## config.mk

```make
export PLATFORM = sky130hd
export DESIGN_NAME = lcd_bus_engine
export DESIGN_NICKNAME = d
export VERILOG_FILES = /design/src/rtl/lcd_bus_pkg.sv /design/src/rtl/lcd_phase_timer.sv /design/src/rtl/lcd_bus_seq.sv /design/src/rtl/lcd_data_lane.sv /design/src/rtl/lcd_bus_engine.sv
export SDC_FILE = /design/constraint.sdc
export NUM_CORES = 1
export LEC_CHECK = 0
export ABC_AREA = 1
export BUFFER_PORTS_ARGS = -buffer_cell sky130_fd_sc_hd__buf_4
export CORE_ASPECT_RATIO = 0.7
export CORE_MARGIN = 2
export CORE_UTILIZATION = 47
export DETAILED_ROUTE_END_ITERATION = 7
export GPL_TIMING_DRIVEN = 0
export HOLD_SLACK_MARGIN = 0.06
export PLACE_DENSITY_LB_ADDON = 0.15
export SYNTH_ARGS = -nofsm -noshare
export SYNTH_HDL_FRONTEND = slang
export SYNTH_SLANG_ARGS = --single-unit
```

## constraint.sdc

```tcl
create_clock -name clk -period 1.3 [get_ports clk]
set_input_delay 0.26 -clock clk [delete_from_list [all_inputs] [get_ports clk]]
set_output_delay 0.26 -clock clk [all_outputs]
set_load 0.02 [all_outputs]
```

## src/rtl/lcd_bus_pkg.sv

```systemverilog
package lcd_bus_pkg;

  typedef enum logic [1:0] {
    PH_IDLE  = 2'd0,
    PH_SETUP = 2'd1,
    PH_HIGH  = 2'd2,
    PH_LOW   = 2'd3
  } phase_e;

  // Nanoseconds to clocks, rounded up, never below one clock.
  function automatic int ns_to_clk(input int ns, input int mhz);
    int c;
    c = (ns * mhz + 999) / 1000;
    if (c < 1) c = 1;
    return c;
  endfunction

  function automatic int max2(input int a, input int b);
    return (a > b) ? a : b;
  endfunction

endpackage

```

## src/rtl/lcd_phase_timer.sv

```systemverilog
module lcd_phase_timer #(
  parameter int TW = 6
) (
  input  logic          clk,
  input  logic          rst_n,
  input  logic          load,
  input  logic [TW-1:0] load_val,
  output logic          expired
);

  logic [TW-1:0] cnt_q, cnt_d;

  always_comb begin
    cnt_d = cnt_q;
    if (load)              cnt_d = load_val;
    else if (cnt_q != '0)  cnt_d = cnt_q - 1'b1;
  end

  always_ff @(posedge clk or negedge rst_n) begin
    if (!rst_n) cnt_q <= '0;
    else        cnt_q <= cnt_d;
  end

  assign expired = (cnt_q == '0);

endmodule

```

## src/rtl/lcd_bus_seq.sv

```systemverilog
module lcd_bus_seq
  import lcd_bus_pkg::*;
#(
  parameter int SU_CYC = 28,
  parameter int HI_CYC = 46,
  parameter int LO_CYC = 26,
  parameter int TW     = 6
) (
  input  logic          clk,
  input  logic          rst_n,
  input  logic          req_valid,
  input  logic          req_nibble,
  input  logic          expired,
  output logic          load,
  output logic [TW-1:0] load_val,
  output phase_e        phase,
  output logic          second,
  output logic          nibble_mode,
  output logic          accept,
  output logic          sample,
  output logic          ready,
  output logic          done
);

  localparam logic [TW-1:0] SU_LD = TW'(SU_CYC - 1);
  localparam logic [TW-1:0] HI_LD = TW'(HI_CYC - 1);
  localparam logic [TW-1:0] LO_LD = TW'(LO_CYC - 1);

  phase_e ph_q, ph_d;
  logic   second_q, second_d;
  logic   mode_q, mode_d;
  logic   done_q, done_d;

  assign ready  = (ph_q == PH_IDLE);
  assign accept = ready & req_valid;

  always_comb begin
    ph_d     = ph_q;
    second_d = second_q;
    mode_d   = mode_q;
    done_d   = 1'b0;
    load     = 1'b0;
    load_val = SU_LD;
    sample   = 1'b0;
    unique case (ph_q)
      PH_IDLE: if (accept) begin
        ph_d     = PH_SETUP;
        second_d = 1'b0;
        mode_d   = req_nibble;
        load     = 1'b1;
        load_val = SU_LD;
      end
      PH_SETUP: if (expired) begin
        ph_d     = PH_HIGH;
        load     = 1'b1;
        load_val = HI_LD;
      end
      PH_HIGH: if (expired) begin
        ph_d     = PH_LOW;
        sample   = 1'b1;
        load     = 1'b1;
        load_val = LO_LD;
      end
      PH_LOW: if (expired) begin
        if (mode_q && !second_q) begin
          ph_d     = PH_SETUP;
          second_d = 1'b1;
          load     = 1'b1;
          load_val = SU_LD;
        end else begin
          ph_d   = PH_IDLE;
          done_d = 1'b1;
        end
      end
      default: ph_d = PH_IDLE;
    endcase
  end

  always_ff @(posedge clk or negedge rst_n) begin
    if (!rst_n) begin
      ph_q     <= PH_IDLE;
      second_q <= 1'b0;
      mode_q   <= 1'b0;
      done_q   <= 1'b0;
    end else begin
      ph_q     <= ph_d;
      second_q <= second_d;
      mode_q   <= mode_d;
      done_q   <= done_d;
    end
  end

  assign phase       = ph_q;
  assign second      = second_q;
  assign nibble_mode = mode_q;
  assign done        = done_q;

endmodule

```

## src/rtl/lcd_data_lane.sv

```systemverilog
module lcd_data_lane
  import lcd_bus_pkg::*;
(
  input  logic       clk,
  input  logic       rst_n,
  input  logic       accept,
  input  logic       req_rs,
  input  logic       req_rw,
  input  logic [7:0] req_data,
  input  phase_e     phase,
  input  logic       second,
  input  logic       nibble_mode,
  input  logic       sample,
  input  logic [7:0] db_in,
  output logic       lcd_rs,
  output logic       lcd_rw,
  output logic [7:0] db_out,
  output logic       db_oe,
  output logic [7:0] rd_data
);

  logic       rs_q, rw_q;
  logic [7:0] wdat_q;
  logic [7:0] rd_q, rd_d;

  always_comb begin
    rd_d = rd_q;
    if (sample) begin
      if (!nibble_mode)  rd_d        = db_in;
      else if (!second)  rd_d[7:4]   = db_in[7:4];
      else               rd_d[3:0]   = db_in[7:4];
    end
  end

  always_ff @(posedge clk or negedge rst_n) begin
    if (!rst_n) begin
      rs_q   <= 1'b0;
      rw_q   <= 1'b0;
      wdat_q <= '0;
      rd_q   <= '0;
    end else begin
      if (accept) begin
        rs_q   <= req_rs;
        rw_q   <= req_rw;
        wdat_q <= req_data;
      end
      rd_q <= rd_d;
    end
  end

  always_comb begin
    if (!nibble_mode)  db_out = wdat_q;
    else if (!second)  db_out = {wdat_q[7:4], 4'b0000};
    else               db_out = {wdat_q[3:0], 4'b0000};
  end

  assign db_oe   = (phase != PH_IDLE) & ~rw_q;
  assign lcd_rs  = rs_q;
  assign lcd_rw  = rw_q;
  assign rd_data = rd_q;

endmodule

```

## src/rtl/lcd_bus_engine.sv

```systemverilog
module lcd_bus_engine
  import lcd_bus_pkg::*;
#(
  parameter int CLK_MHZ      = 200,
  parameter int T_CYCLE_NS   = 500,
  parameter int T_EHIGH_NS   = 230,
  parameter int T_SETUP_NS   = 140,
  parameter int T_HOLD_NS    = 10,
  parameter int T_RDVALID_NS = 80
) (
  input  logic       clk,
  input  logic       rst_n,
  input  logic       req_valid,
  input  logic       req_rs,
  input  logic       req_rw,
  input  logic       req_nibble,
  input  logic [7:0] req_data,
  output logic       req_ready,
  output logic       done,
  output logic [7:0] rd_data,
  output logic       lcd_rs,
  output logic       lcd_rw,
  output logic       lcd_e,
  output logic [7:0] lcd_db_out,
  output logic       lcd_db_oe,
  input  logic [7:0] lcd_db_in
);

  localparam int CYC_CYC  = ns_to_clk(T_CYCLE_NS, CLK_MHZ);
  localparam int SU_CYC   = ns_to_clk(T_SETUP_NS, CLK_MHZ);
  localparam int HOLD_CYC = ns_to_clk(T_HOLD_NS, CLK_MHZ);
  localparam int HI_CYC   = max2(ns_to_clk(T_EHIGH_NS, CLK_MHZ),
                                 ns_to_clk(T_RDVALID_NS, CLK_MHZ) + 1);
  localparam int LO_CYC   = max2(HOLD_CYC, CYC_CYC - HI_CYC - SU_CYC);
  localparam int TW       = $clog2(max2(max2(SU_CYC, HI_CYC), LO_CYC) + 1);

  phase_e        phase;
  logic          second, nibble_mode, accept, sample;
  logic          load, expired;
  logic [TW-1:0] load_val;

  lcd_bus_seq #(
    .SU_CYC(SU_CYC), .HI_CYC(HI_CYC), .LO_CYC(LO_CYC), .TW(TW)
  ) u_seq (
    .clk(clk), .rst_n(rst_n),
    .req_valid(req_valid), .req_nibble(req_nibble),
    .expired(expired), .load(load), .load_val(load_val),
    .phase(phase), .second(second), .nibble_mode(nibble_mode),
    .accept(accept), .sample(sample), .ready(req_ready), .done(done)
  );

  lcd_phase_timer #(.TW(TW)) u_timer (
    .clk(clk), .rst_n(rst_n),
    .load(load), .load_val(load_val), .expired(expired)
  );

  lcd_data_lane u_lane (
    .clk(clk), .rst_n(rst_n),
    .accept(accept), .req_rs(req_rs), .req_rw(req_rw), .req_data(req_data),
    .phase(phase), .second(second), .nibble_mode(nibble_mode),
    .sample(sample), .db_in(lcd_db_in),
    .lcd_rs(lcd_rs), .lcd_rw(lcd_rw), .db_out(lcd_db_out),
    .db_oe(lcd_db_oe), .rd_data(rd_data)
  );

  assign lcd_e = (phase == PH_HIGH);

endmodule

```

==> run metrics <==
Worst EP arrival 1.66 ns; final setup margin -0.190 ns; fin crit share 1.15; post-layout util 0.795; critical setup path kind flip-flop to flip-flop; Worst setup EP type flip-flop; Max Cap Violations 0; die height between 50 and 60 um; gpl congestion 0.842; Slew Viols, Final 0; Crit path largest cell delay between 0.4 and 0.5 ns; clk_skew 0.00437 ns; first-pass GRT wire length about 6700 um; # clock sinks 29; grt total ovfl 0; Slew @ Worst Pin roughly 0.37 ns; effective utilization at floorplan 0.501; # rows 17; DRC viols 0; ant diodes 0; Reg power frac 0.258; overall die area 0.00391 sq mm; drt first pass iters 4; setup TNS -2.83 ns; CTS H-tree lvls 2; root buffer cell clkbuf_8; Synth Flop Type dfrtp_1; Via density approximately 5.1; critical path's slowest cell dfrtp_2; internal power between 3 and 4 mW; layout cells sized above 1 0.513; DR vias 1577; count leader, synth nand2_1; Core ar. between 0.003 and 0.004 sq mm; Max IR drop VDD approximately 1.2 mV; syn_area_per_cell between 8 and 9 sq um; Min Clock Period, post-route approximately 1.5 ns; DP Wirelength about 2700 um; Num CTS Buffers 5; wire per inst 14.6 um; register bit total from synthesis 29; CP max FO 5; CTS max path bufs 2; status complete, but fails checks; worst-path cell chain ha_2 -> nand3_1 -> nand2_2 -> nand3_4 -> nand2_4 -> nand2_2 -> nand2_1 -> nand2_1; crit start category flip-flop; HP Class input pin to flip-flop; pwr dens roughly 2500 mW/mm^2; Mapped Nets 225; Yosys top cell area share 0.451; Starting DRT DRC Count 75; area delta synth->final 58.8%; placed cell areas about 0.0021 sq mm; clock insertion delay at the later pin of the skew report between 0.2 and 0.3 ns; initial antenna violation count 0; Global Route Usage Sum 0.233; dpl ws -0.262 ns; largest net degree at the start of global routing 30; Final Hold Viols 0; total power 6.36 mW; PortBufs 43; die width 73.9 um; post-synth top area cell dfrtp_1; post-synthesis cell area roughly 0.0016 sq mm; endpoints failing setup 36; power share of the clock group 0.112; Ports between 40 and 50; Synth Instances slightly below 200; yosys warns 0; Worst slew margin 0.755; Fmax ~0.67 GHz; switching share of power 0.464; distinct cell type count after synthesis 24; post-route ant nets 0; final instance area 0.00255 sq mm; register area share after synthesis 0.451; FFs w/ async S/R, synth 1.00; fin nets 293; Post-synth EDFFs 0; RSZ-0062 raised after global routing true; largest cells by area after synthesis dfrtp_1 (45%), nand2_1 (14%), ha_1 (5.4%); Routed WL roughly 4600 um; violated checks negative setup slack; vias in the first global route around 1400; Leak between 1 and 1.5 nW; CTS tree done; Reg clk slew, reported paths approximately 0.060 ns; CP required ~1.5 ns; combinational group share of total power 0.630; Synth top cells by count nand2_1 (61), dfrtp_1 (29), inv_1 (22), o21ai_0 (17), nor2_1 (14); Psw slightly below 3 mW
[repair_timing]
item | in CTS | in global routing
hold endpoints to repair | 29 | 0
pin swaps | 17 | 13
resized for setup | 39 | 38
endpoints found under the setup margin | 35 | 37
gates cloned | 1 | 0
hold buffers | 1 | 0
setup buffers | 11 | 5
[flip-flops by register name (all words and copies together) (netlist names)]
name / flops
u_seq.nibble_mode: 1
u_lane.rd_data: 8
u_timer.cnt_q: 6
u_seq.done: 1
u_lane.lcd_rw: 1
u_seq.phase: 2
u_lane.wdat_q: 8
u_seq.second: 1
u_lane.lcd_rs: 1
[cell families (layout without fill, tap and decap cells)]
kind of cell / count (synthesis) / count (layout) / share of synthesized area
buffers and inverters: 26 / 94 / 0.0607
flip-flops: 29 / 29 / 0.451
XOR/XNOR: 1 / 1 / 0.00545
adder cells (fa/ha/maj): 7 / 7 / 0.0545
AND/OR/NAND/NOR: 101 / 102 / 0.311
AO/OA/AOI/OAI: 32 / 32 / 0.118
[layout make-up]
type                            instances  area (sq um)
Clock inverter                          2          10.0
Buffer                                  1          13.8
Clock buffer                            6          72.6
Inverter                               25           111
Fill cell                             215           659
Tap cell                               47          58.8
Multi-Input combinational cell        142          1040
Timing Repair Buffer                   60           514
Sequential cell                        29           731
[layout by cell type, fill, tap and decap left out, types with 4 or more instances in the layout]
cell type	instances
ha_4	4
nor2_4	9
nand2_2	9
inv_4	5
a21oi_2	6
nand3_1	6
dfrtp_2	4
nand2_1	46
clkbuf_8	6
o21a_1	4
nor2_1	5
o21ai_1	11
nand2_4	10
buf_6	11
buf_4	46
dfrtp_1	25
o21ai_0	7
inv_1	16
[per-stage QoR]
stage               instances  hold slack, ns
finish                    312           0.177
global route              312           0.170
CTS                       307           0.165
detailed placement        286           0.203
global placement          286           0.204
floorplan                 196         -0.0356
[layer usage]
metal / global-route usage / part of all wire / vias up
met2: 0.350 / 0.48 / 48
met5: 0 / 0 / -
met3: 0.0552 / 0.056 / 5
li1: - / - / 760
met1: 0.326 / 0.45 / 764
met4: 0.0909 / 0.0096 / 0
[critical path: cells and delay by family (launching register included)]
kind / cells / cell delay, ns
adders and majority gates: 1 / 0.26
and+or+nand+nor: 7 / 0.66
DFF: 1 / 0.45
[path summary, 6_finish.rpt]
| path | cells past startpoint | end | startpoint | slack [ns] |
|---|---|---|---|---|
| setup / recovery | 8 | u_timer.cnt_q[1]$_DFFE_PN0P_ | u_seq.phase[1]$_DFFE_PN0P_ | -0.19 |
| hold / removal | 3 | u_lane.wdat_q[7]$_DFFE_PN0P_ | req_data[7] | 0.18 |
| setup reg to reg | 8 | u_timer.cnt_q[1]$_DFFE_PN0P_ | u_seq.phase[1]$_DFFE_PN0P_ | -0.19 |
| hold reg to reg | 2 | u_lane.lcd_rs$_DFFE_PN0P_ | u_lane.lcd_rs$_DFFE_PN0P_ | 0.48 |
| max in group asynchronous | 2 | u_seq.phase[1]$_DFFE_PN0P_ | rst_n | 0.57 |
| min in group asynchronous | 2 | u_lane.rd_data[2]$_DFFE_PN0P_ | rst_n | 0.44 |
[power by group through the flow]
stage | Sequential [mW] | Combinational [mW] | Clock [mW]
floorplan | 1.64 | 2.01 | 0
global placement | 1.58 | 2.91 | 0
detailed placement | 1.58 | 2.95 | 0
CTS | 1.58 | 3.35 | 0.727
global route | 1.68 | 4.32 | 0.762
finish | 1.64 | 4.01 | 0.716
No activity file was read; power rests on OpenSTA's default activity.
